## src/rtl/tlb_maint_pkg.sv

```systemverilog
package tlb_maint_pkg;

  typedef enum logic [2:0] {
    SEL_PID    = 3'd0,
    SEL_ZONE   = 3'd1,
    SEL_INDEX  = 3'd2,
    SEL_HI     = 3'd3,
    SEL_LO     = 3'd4,
    SEL_SEARCH = 3'd5
  } reg_sel_e;

  localparam int unsigned TAG_VALID_BIT = 6;
  localparam int unsigned TAG_SIZE_LSB  = 7;
  localparam int unsigned PAGE_LSB      = 10;

  // Compare mask for a page of 2^(10+2*code) bytes.
  function automatic logic [31:0] size_mask(input logic [2:0] code);
    logic [4:0] sh;
    sh = 5'd10 + {1'b0, code, 1'b0};
    return 32'hFFFF_FFFF << sh;
  endfunction

endpackage

```

## src/rtl/tlb_entry_store.sv

```systemverilog
module tlb_entry_store #(
  parameter int unsigned NUM_ENTRIES = 16,
  localparam int unsigned IDX_W = $clog2(NUM_ENTRIES)
) (
  input  logic             clk,
  input  logic             rst_n,
  input  logic             wr_hi,
  input  logic             wr_lo,
  input  logic             wr_ext,
  input  logic [IDX_W-1:0] sel_idx,
  input  logic [31:0]      wdata,
  input  logic [7:0]       wtid,
  output logic [31:0]      sel_hi,
  output logic [63:0]      sel_lo,
  output logic [7:0]       sel_tid,
  output logic [31:0]      hi_all  [NUM_ENTRIES],
  output logic [7:0]       tid_all [NUM_ENTRIES]
);

  logic [63:0] lo_all [NUM_ENTRIES];

  for (genvar g = 0; g < NUM_ENTRIES; g++) begin : g_ent
    logic        hi_en;
    logic        lo_en;
    logic [63:0] lo_d;

    always_comb begin
      hi_en = wr_hi && (sel_idx == IDX_W'(g));
      lo_en = wr_lo && (sel_idx == IDX_W'(g));
      lo_d  = wr_ext ? {wdata, lo_all[g][31:0]} : {lo_all[g][63:32], wdata};
    end

    always_ff @(posedge clk or negedge rst_n) begin
      if (!rst_n) begin
        hi_all[g]  <= '0;
        tid_all[g] <= '0;
        lo_all[g]  <= '0;
      end else begin
        if (hi_en) begin
          hi_all[g]  <= wdata;
          tid_all[g] <= wtid;
        end
        if (lo_en) begin
          lo_all[g] <= lo_d;
        end
      end
    end
  end

  always_comb begin
    sel_hi  = hi_all[sel_idx];
    sel_lo  = lo_all[sel_idx];
    sel_tid = tid_all[sel_idx];
  end

endmodule

```

## src/rtl/tlb_search.sv

```systemverilog
module tlb_search
  import tlb_maint_pkg::*;
#(
  parameter int unsigned NUM_ENTRIES = 16,
  localparam int unsigned IDX_W = $clog2(NUM_ENTRIES)
) (
  input  logic [31:0]      va,
  input  logic [7:0]       pid,
  input  logic [31:0]      hi_all  [NUM_ENTRIES],
  input  logic [7:0]       tid_all [NUM_ENTRIES],
  output logic             hit,
  output logic [IDX_W-1:0] hit_idx
);

  logic [NUM_ENTRIES-1:0] match;

  for (genvar g = 0; g < NUM_ENTRIES; g++) begin : g_cmp
    logic [31:0] msk;
    logic        tid_ok;
    always_comb begin
      msk      = size_mask(hi_all[g][TAG_SIZE_LSB +: 3]);
      tid_ok   = (tid_all[g] == 8'd0) || (tid_all[g] == pid);
      match[g] = hi_all[g][TAG_VALID_BIT] && tid_ok &&
                 (((va ^ hi_all[g]) & msk) == 32'd0);
    end
  end

  // Lowest-numbered matching entry wins.
  always_comb begin
    hit     = |match;
    hit_idx = '0;
    for (int i = NUM_ENTRIES - 1; i >= 0; i--) begin
      if (match[i]) hit_idx = IDX_W'(i);
    end
  end

endmodule

```

## src/rtl/tlb_maint_if.sv

```systemverilog
module tlb_maint_if
  import tlb_maint_pkg::*;
#(
  parameter int unsigned NUM_ENTRIES = 16,
  parameter int unsigned TLB_MODE    = 2
) (
  input  logic        clk,
  input  logic        rst_n,
  input  logic        acc_en,
  input  logic        acc_wr,
  input  logic        acc_ext,
  input  logic [2:0]  acc_sel,
  input  logic [31:0] acc_wdata,
  output logic [31:0] acc_rdata,
  output logic        acc_err
);

  localparam int unsigned IDX_W = $clog2(NUM_ENTRIES);

  logic [7:0]       pid_q,   pid_d;
  logic [31:0]      zone_q,  zone_d;
  logic [31:0]      index_q, index_d;
  logic             pid_en, zone_en, index_en;
  logic             bad, ok_rd, ok_wr;
  logic             wr_hi, wr_lo, srch_go;
  logic [31:0]      ent_hi;
  logic [63:0]      ent_lo;
  logic [7:0]       ent_tid;
  logic [31:0]      hi_all  [NUM_ENTRIES];
  logic [7:0]       tid_all [NUM_ENTRIES];
  logic [31:0]      srch_va;
  logic             srch_hit;
  logic [IDX_W-1:0] srch_idx;

  // Legality decode
  always_comb begin
    bad = 1'b0;
    if (TLB_MODE == 0)                                  bad = 1'b1;
    if (acc_sel > SEL_SEARCH)                           bad = 1'b1;
    if (acc_ext && (acc_sel != SEL_LO))                 bad = 1'b1;
    if (!acc_wr && (acc_sel == SEL_SEARCH))             bad = 1'b1;
    if (acc_wr && (TLB_MODE < 2) &&
        ((acc_sel == SEL_PID) || (acc_sel == SEL_ZONE) ||
         (acc_sel == SEL_SEARCH)))                      bad = 1'b1;
    acc_err = acc_en && bad;
    ok_rd   = acc_en && !bad && !acc_wr;
    ok_wr   = acc_en && !bad && acc_wr;
    wr_hi   = ok_wr && (acc_sel == SEL_HI);
    wr_lo   = ok_wr && (acc_sel == SEL_LO);
    srch_go = ok_wr && (acc_sel == SEL_SEARCH);
    srch_va = {acc_wdata[31:PAGE_LSB], {PAGE_LSB{1'b0}}};
  end

  tlb_entry_store #(.NUM_ENTRIES(NUM_ENTRIES)) u_store (
    .clk     (clk),
    .rst_n   (rst_n),
    .wr_hi   (wr_hi),
    .wr_lo   (wr_lo),
    .wr_ext  (acc_ext),
    .sel_idx (index_q[IDX_W-1:0]),
    .wdata   (acc_wdata),
    .wtid    (pid_q),
    .sel_hi  (ent_hi),
    .sel_lo  (ent_lo),
    .sel_tid (ent_tid),
    .hi_all  (hi_all),
    .tid_all (tid_all)
  );

  tlb_search #(.NUM_ENTRIES(NUM_ENTRIES)) u_search (
    .va      (srch_va),
    .pid     (pid_q),
    .hi_all  (hi_all),
    .tid_all (tid_all),
    .hit     (srch_hit),
    .hit_idx (srch_idx)
  );

  // Next-state logic for the registers
  always_comb begin
    pid_en   = 1'b0;
    pid_d    = pid_q;
    zone_en  = ok_wr && (acc_sel == SEL_ZONE);
    zone_d   = acc_wdata;
    index_en = 1'b0;
    index_d  = index_q;
    if (ok_wr && (acc_sel == SEL_PID)) begin
      pid_en = 1'b1;
      pid_d  = acc_wdata[7:0];
    end else if (ok_rd && (acc_sel == SEL_HI)) begin
      pid_en = 1'b1;
      pid_d  = ent_tid;
    end
    if (ok_wr && (acc_sel == SEL_INDEX)) begin
      index_en = 1'b1;
      index_d  = {index_q[31], acc_wdata[30:0]};
    end else if (srch_go) begin
      index_en = 1'b1;
      index_d  = srch_hit ? {1'b0, 31'(srch_idx)} : 32'h8000_0000;
    end
  end

  always_ff @(posedge clk or negedge rst_n) begin
    if (!rst_n) begin
      pid_q   <= '0;
      zone_q  <= '0;
      index_q <= '0;
    end else begin
      if (pid_en)   pid_q   <= pid_d;
      if (zone_en)  zone_q  <= zone_d;
      if (index_en) index_q <= index_d;
    end
  end

  // Read mux
  always_comb begin
    acc_rdata = '0;
    if (ok_rd) begin
      case (acc_sel)
        SEL_PID:   acc_rdata = {24'd0, pid_q};
        SEL_ZONE:  acc_rdata = zone_q;
        SEL_INDEX: acc_rdata = index_q;
        SEL_HI:    acc_rdata = ent_hi;
        SEL_LO:    acc_rdata = acc_ext ? ent_lo[63:32] : ent_lo[31:0];
        default:   acc_rdata = '0;
      endcase
    end
  end

endmodule

```

## config.mk

```make
export PLATFORM = sky130hd
export DESIGN_NAME = tlb_maint_if
export DESIGN_NICKNAME = d
export VERILOG_FILES = /design/src/rtl/tlb_maint_pkg.sv /design/src/rtl/tlb_entry_store.sv /design/src/rtl/tlb_search.sv /design/src/rtl/tlb_maint_if.sv
export SDC_FILE = /design/constraint.sdc
export NUM_CORES = 2
export LEC_CHECK = 0
export BUFFER_PORTS_ARGS = -buffer_cell sky130_fd_sc_hd__buf_2
export CORE_ASPECT_RATIO = 1.2
export CORE_UTILIZATION = 45
export DETAILED_ROUTE_END_ITERATION = 7
export PLACE_DENSITY = 0.68
export RECOVER_POWER = 50
export SLEW_MARGIN = 10
export SYNTH_ARGS = -nofsm -noshare
export SYNTH_HDL_FRONTEND = slang
export SYNTH_SLANG_ARGS = --single-unit
```

## constraint.sdc

```tcl
create_clock -name clk -period 9.8 [get_ports clk]
set_input_delay 1.96 -clock clk [delete_from_list [all_inputs] [get_ports clk]]
set_output_delay 1.96 -clock clk [all_outputs]
set_load 0.1 [all_outputs]
```

# Word level (Yosys, flattened, before mapping)
# Index checks and enable logic that the tools add are counted.
# totals
regBits,1736
latch_bits,0
mem_bits_rw,0
romBits,0
input_bits,40
out_inout_bits,33
wordCells,381
mem_count,0
# op_classes
add_sub_neg,16
multipliers,0
div,0
magnitude_cmp,2
n_eq_ne,37
shift,16
muxes,40
n_bitwise,35
n_reduce_logical,167
# op_table
cell,n
32-bit bitwise AND,16
32-bit logical NOT,16
"32-bit by 5-bit left shift with 32-bit output, first input constant",16
32-bit XOR,16
64-bit binary-select mux with 4-bit select,1
32-bit two-way mux,5
32-bit one-hot mux with 5 select lines,1
32-bit binary-select mux with 4-bit select,1
8-bit equality test,16
8-bit logical NOT,16
64-bit two-way mux,2
"4-bit by 4-bit adder with 5-bit output, first input constant",16
1-bit logical AND,77
2-bit AND reduction,34
4-bit two-way mux,16
31-bit two-way mux,2
8-bit binary-select mux with 4-bit select,1
"4-bit equality test, second input constant",8
8-bit two-way mux,4
"4-bit by 3-bit equality test with 1-bit output, second input constant",4
1-bit logical OR,16
16-bit OR reduction,1
"4-bit by 2-bit equality test with 1-bit output, second input constant",2
1-bit two-way mux,7
other kinds (14),19

# Longest topological paths before layout
# logic_depth
word_depth,24
depth_mapped,13
ltp_nobuf,13

# By module
# A second synthesis with hierarchy kept.
# hier_totals
hier_cells,6408
hier_area_um2,89111.7
# by_module_without_submodules
mod,n_inst,cells_each,area_each_um2,seq_area_each_um2
tlb_entry_store,1,4599,74321.3,41639.9
tlb_search,1,1410,10418.7,0.0
tlb_maint_if,1,399,4371.7,1801.7

# Worst setup path after synthesis
# OpenSTA, ideal clock, no wires.
# synth_timing
path_kind,input-to-output
start,in acc_sel[1]
end,out acc_rdata[24]
arrival_ps,4552
required_ps,7840
setup_slack_ps,3288
path_stages,6
n_path_buf,3
path_cell_list,buf_1 clkbuf_1 clkbuf_1 a22oi_1 o22a_1 nor2_1
# synth_via
elab_chain_len,8
elab_cells_between_ends,18
cone_classes,order compare (1); eq/ne (6); mux (5); reduce/logical (6)
# synth_lines
item,line,text
from (decl),tlb_maint_if.sv:12,"input logic [2:0] acc_sel,"
3-bit greater-than comparator or 3-bit inequality test (tied branches),"tlb_maint_if.sv:39, tlb_maint_if.sv:40",
1-bit two-way mux or 1-bit logical AND (tied branches),"tlb_maint_if.sv:39, tlb_maint_if.sv:40",
1-bit two-way mux,tlb_maint_if.sv:40,if (acc_ext && (acc_sel != SEL_LO)) bad = 1'b1;
1-bit two-way mux,tlb_maint_if.sv:41,if (!acc_wr && (acc_sel == SEL_SEARCH)) bad = 1'b1;
1-bit logical NOT,tlb_maint_if.sv:46,ok_rd = acc_en && !bad && !acc_wr;
1-bit logical AND (2 in a row),tlb_maint_if.sv:46,
32-bit two-way mux *,tlb_maint_if.sv:118,if (ok_rd) begin
to (decl),tlb_maint_if.sv:14,"output logic [31:0] acc_rdata,"
# Every way passes the cells marked *; elsewhere a longest branch is shown, timed or not.

# Final worst setup path
# layout_timing
start,in acc_ext
end,out acc_rdata[10]
# layout_via
elab_chain_len,7
elab_cells_between_ends,9
cone_classes,mux (5); reduce/logical (4)
# layout_lines
item,line,text
from (decl),tlb_maint_if.sv:11,"input logic acc_ext,"
1-bit logical AND,tlb_maint_if.sv:40,
1-bit two-way mux,tlb_maint_if.sv:40,
1-bit two-way mux,tlb_maint_if.sv:41,
1-bit logical NOT,tlb_maint_if.sv:46,
1-bit logical AND (2 in a row),tlb_maint_if.sv:46,
32-bit two-way mux *,tlb_maint_if.sv:118,
# Marked as above.

==> results.cfg <==
[routing]
wl_um = 244000
first_iter_violations = 4235
vias_per_cell = 6.07
postRouteAntennaNets = 0
route.vias.total = 52500
drc = 0
wl_per_cell_um = 28.2
drtPass1Iterations = 7

[sta]
final-setup-viol-count = 0
slew_violations = 1120
rsz0062_at_grt = false
fmax_ghz = 0.123
relSlewSlack_pct = -214
hold_violations = 0
clock-skew-final_ns = 0.0349
fin_crit_sh_pct = 83.0
tns_ns = 0
post-route-min-period_ns = 8.13
hold_ws_ns = 0.493
worstMarginPinSlew_ns = 4.71

[die]
io_pins = 73
die_x_um = 405
start_util_pct = 45.2
core-area_mm2 = 0.194
die_y_um = 485
die-area_mm2 = 0.197
fp-row-count = 177

[run_status]
status = complete, but fails checks
violations = capacitance limit, slew limit

[finish]
nFillCells = 16400
drive_gt1_share_pct = 45.0
final_common_cell = dfrtp_1
syn_to_final_growth_pct = 9.73
fin_nets = 6016
mostFrequentLayoutCells = 1732 x dfrtp_1, 1679 x mux2_2, 526 x mux4_2, 341 x xnor2_1, 178 x clkbuf_16

[cts]
post_cts_buffers = 0
clk_path_buf_depth = 3
ctsHoldBuffers = 0
root_buffer = clkbuf_16
cts.clk_slew.worst_paths_ns = 0.06
cts_tree = yes
worstSkewPairLatency_ns = 0.83
cts-buffers-inserted = 174
cts_sinks = 1736
cts-htree-levels = 4
cts_resized = 0

[worst_setup_path]
slowest_stage = clkbuf_1
crit_path_max_fanout = 23
arrival_ns = 6.17
worst_ep_required_time_ns = 7.84
startpoint_type = input port
crit_chain = clkbuf_1 -> clkbuf_1 -> mux2i_1 -> o22a_1 -> nor2_1 -> buf_2
worst_path_largest_cell_delay_ns = 1.66
path_class = input port to output port
end_kind = output port
cp_common_cell = clkbuf_1

[pwr]
intPower_w = 0.0125
pwr-share-comb_pct = 12.4
power.share.clock_pct = 42.4
swShare_pct = 26.0
p_sw_w = 0.00439
power.total_w = 0.0169
ir_drop_uv = 135
seq_power_share_pct = 45.2
leakage_nw = 43.9
cellPowerDensity_mw_per_mm2 = 175

[synth]
synth_fa_ha_area_share_pct = 0.994
synth.distinct_cells = 68
synth-edff-count = 0
synth_compound_area_share_pct = 3.26
synthesis.yosys.warnings = 0
synth_top_area_share_pct = 49.6
ys_top_cells_by_area = dfrtp_1 50%, mux2_2 22%, mux4_2 14%, xnor2_1 3.4%, xor2_1 1.4%
synthMuxAreaShare_pct = 35.5
syn_avg_cell_area_um2 = 14.4
synthFlopType = dfrtp_1
yosysTopAreaCell = dfrtp_1
synth_seq_area_share_pct = 49.6
synth_xor_area_share_pct = 4.80
syn_inst = 6097
synth_top_family_by_area = multiplexers
ys_seq_elements = 1736
syn-cell-area_mm2 = 0.0877
synthSimpleGateAreaFrac_pct = 2.67
synthArstFlopShare_pct = 100
synth_nets = 6201

[worst_hold_path]
hp-class = flop to flop

[place]
io_buffers = 72
hpwlAfterDp_um = 158000
place.gp.congestion = 0.951

[global_route]
grt-ovfl-total = 0
grt_pass1_wl_um = 368000
antenna_found_initial = 8
grt_start_max_net_pins = 189
track_usage_pct = 25.1
first_global_vias = 54600

[flow_run]
cap_violations = 14
## metrics by stage
| stage | std cells | cell area, µm² | utilization, % | worst slack, ns |
|---|---|---|---|---|
| 2_1_floorplan | 6097 | 87700 | - | 3.29 |
| 3_3_place_gp | 8331 | 90100 | 46.5 | 2.90 |
| 3_5_place_dp | 8331 | 90100 | 46.5 | 2.86 |
| 4_1_cts | 8644 | 96300 | 49.7 | 2.61 |
| 5_1_grt | 8645 | 96200 | 49.6 | 1.27 |
| 6_report | 8646 | 96200 | 49.6 | 1.67 |
## final cells by class
class / instances / area [µm²] / share of cell area [%]
clock inverter: 63 / 1060 / 1.11
clock buffer: 250 / 5050 / 5.26
sequential: 1736 / 43500 / 45.2
multi-input combinational: 3723 / 41700 / 43.3
tap: 2595 / 3250 / 3.38
inverter: 85 / 319 / 0.332
timing repair buffer: 192 / 1370 / 1.42
antenna: 2 / 5.00 / 0.00520
## synthesized netlist by cell type, drive strengths merged, types with 15 or more instances
| cell type | number |
|---|---|
| a22oi | 45 |
| mux4 | 526 |
| a21oi | 83 |
| ha | 64 |
| dfrtp | 1736 |
| clkbuf | 269 |
| mux2 | 1680 |
| o2111ai | 15 |
| a22o | 29 |
| o21ai | 128 |
| o22a | 24 |
| nand3 | 32 |
| mux2i | 34 |
| o22ai | 16 |
| nor2 | 155 |
| nand2 | 151 |
| inv | 85 |
| xnor2 | 341 |
| xor2 | 139 |
| buf | 284 |
| nand4 | 46 |
| nor4 | 62 |
## routing by layer
layer / GRT usage [%] / part of all wire [%] / vias up
li1: - / - / 22100
met1: 33.5 / 41 / 28400
met2: 40.7 / 49 / 1517
met3: 3.65 / 5.1 / 465
met4: 11.2 / 4.7 / 6
met5: 0 / 0.014 / -
## state kept, by name (all words and copies together) (netlist names)
register	count
index_q	32
pid_q	8
u_store.hi_all	512
u_store.lo_all	1024
u_store.tid_all	128
zone_q	32
## path summary, 6_finish.rpt
| check | start | end | slack (ns) | depth (start not counted) |
|---|---|---|---|---|
| min in group asynchronous | rst_n | u_store.lo_all[695] | 1.12 | 1 |
| worst min-delay path | u_store.lo_all[994] | u_store.lo_all[994] | 0.49 | 1 |
| worst max-delay path | acc_ext | acc_rdata[10] | 1.67 | 6 |
| worst min register to register | u_store.lo_all[994] | u_store.lo_all[994] | 0.49 | 1 |
| worst max register to register | index_q[2] | u_store.lo_all[18] | 4.97 | 6 |
| max in group asynchronous | rst_n | u_store.hi_all[168] | 2.40 | 3 |
## power by group through the flow
| stage | clock network, W | logic [W] | registers (W) |
|---|---|---|---|
| floorplan | 0 | 0.00136 | 0.00762 |
| global placement | 0 | 0.00206 | 0.00773 |
| detailed placement | 0 | 0.00209 | 0.00774 |
| CTS | 0.00728 | 0.00210 | 0.00761 |
| global route | 0.00755 | 0.00222 | 0.00764 |
| finish | 0.00715 | 0.00210 | 0.00762 |
## worst max-delay path: cells and delay by family
kind	cells	cell delay, ns
simple gates	1	0.10
compound gates	1	0.32
buf+inv	3	3.23
mux	1	0.53
## cells by family after synthesis
group,after synthesis
simple gates,498
flops,1736
buf+inv,638
mux,2240
fa+ha+maj,71
compound gates,434
xor+xnor,480
Power figures use the tool's default switching activity.
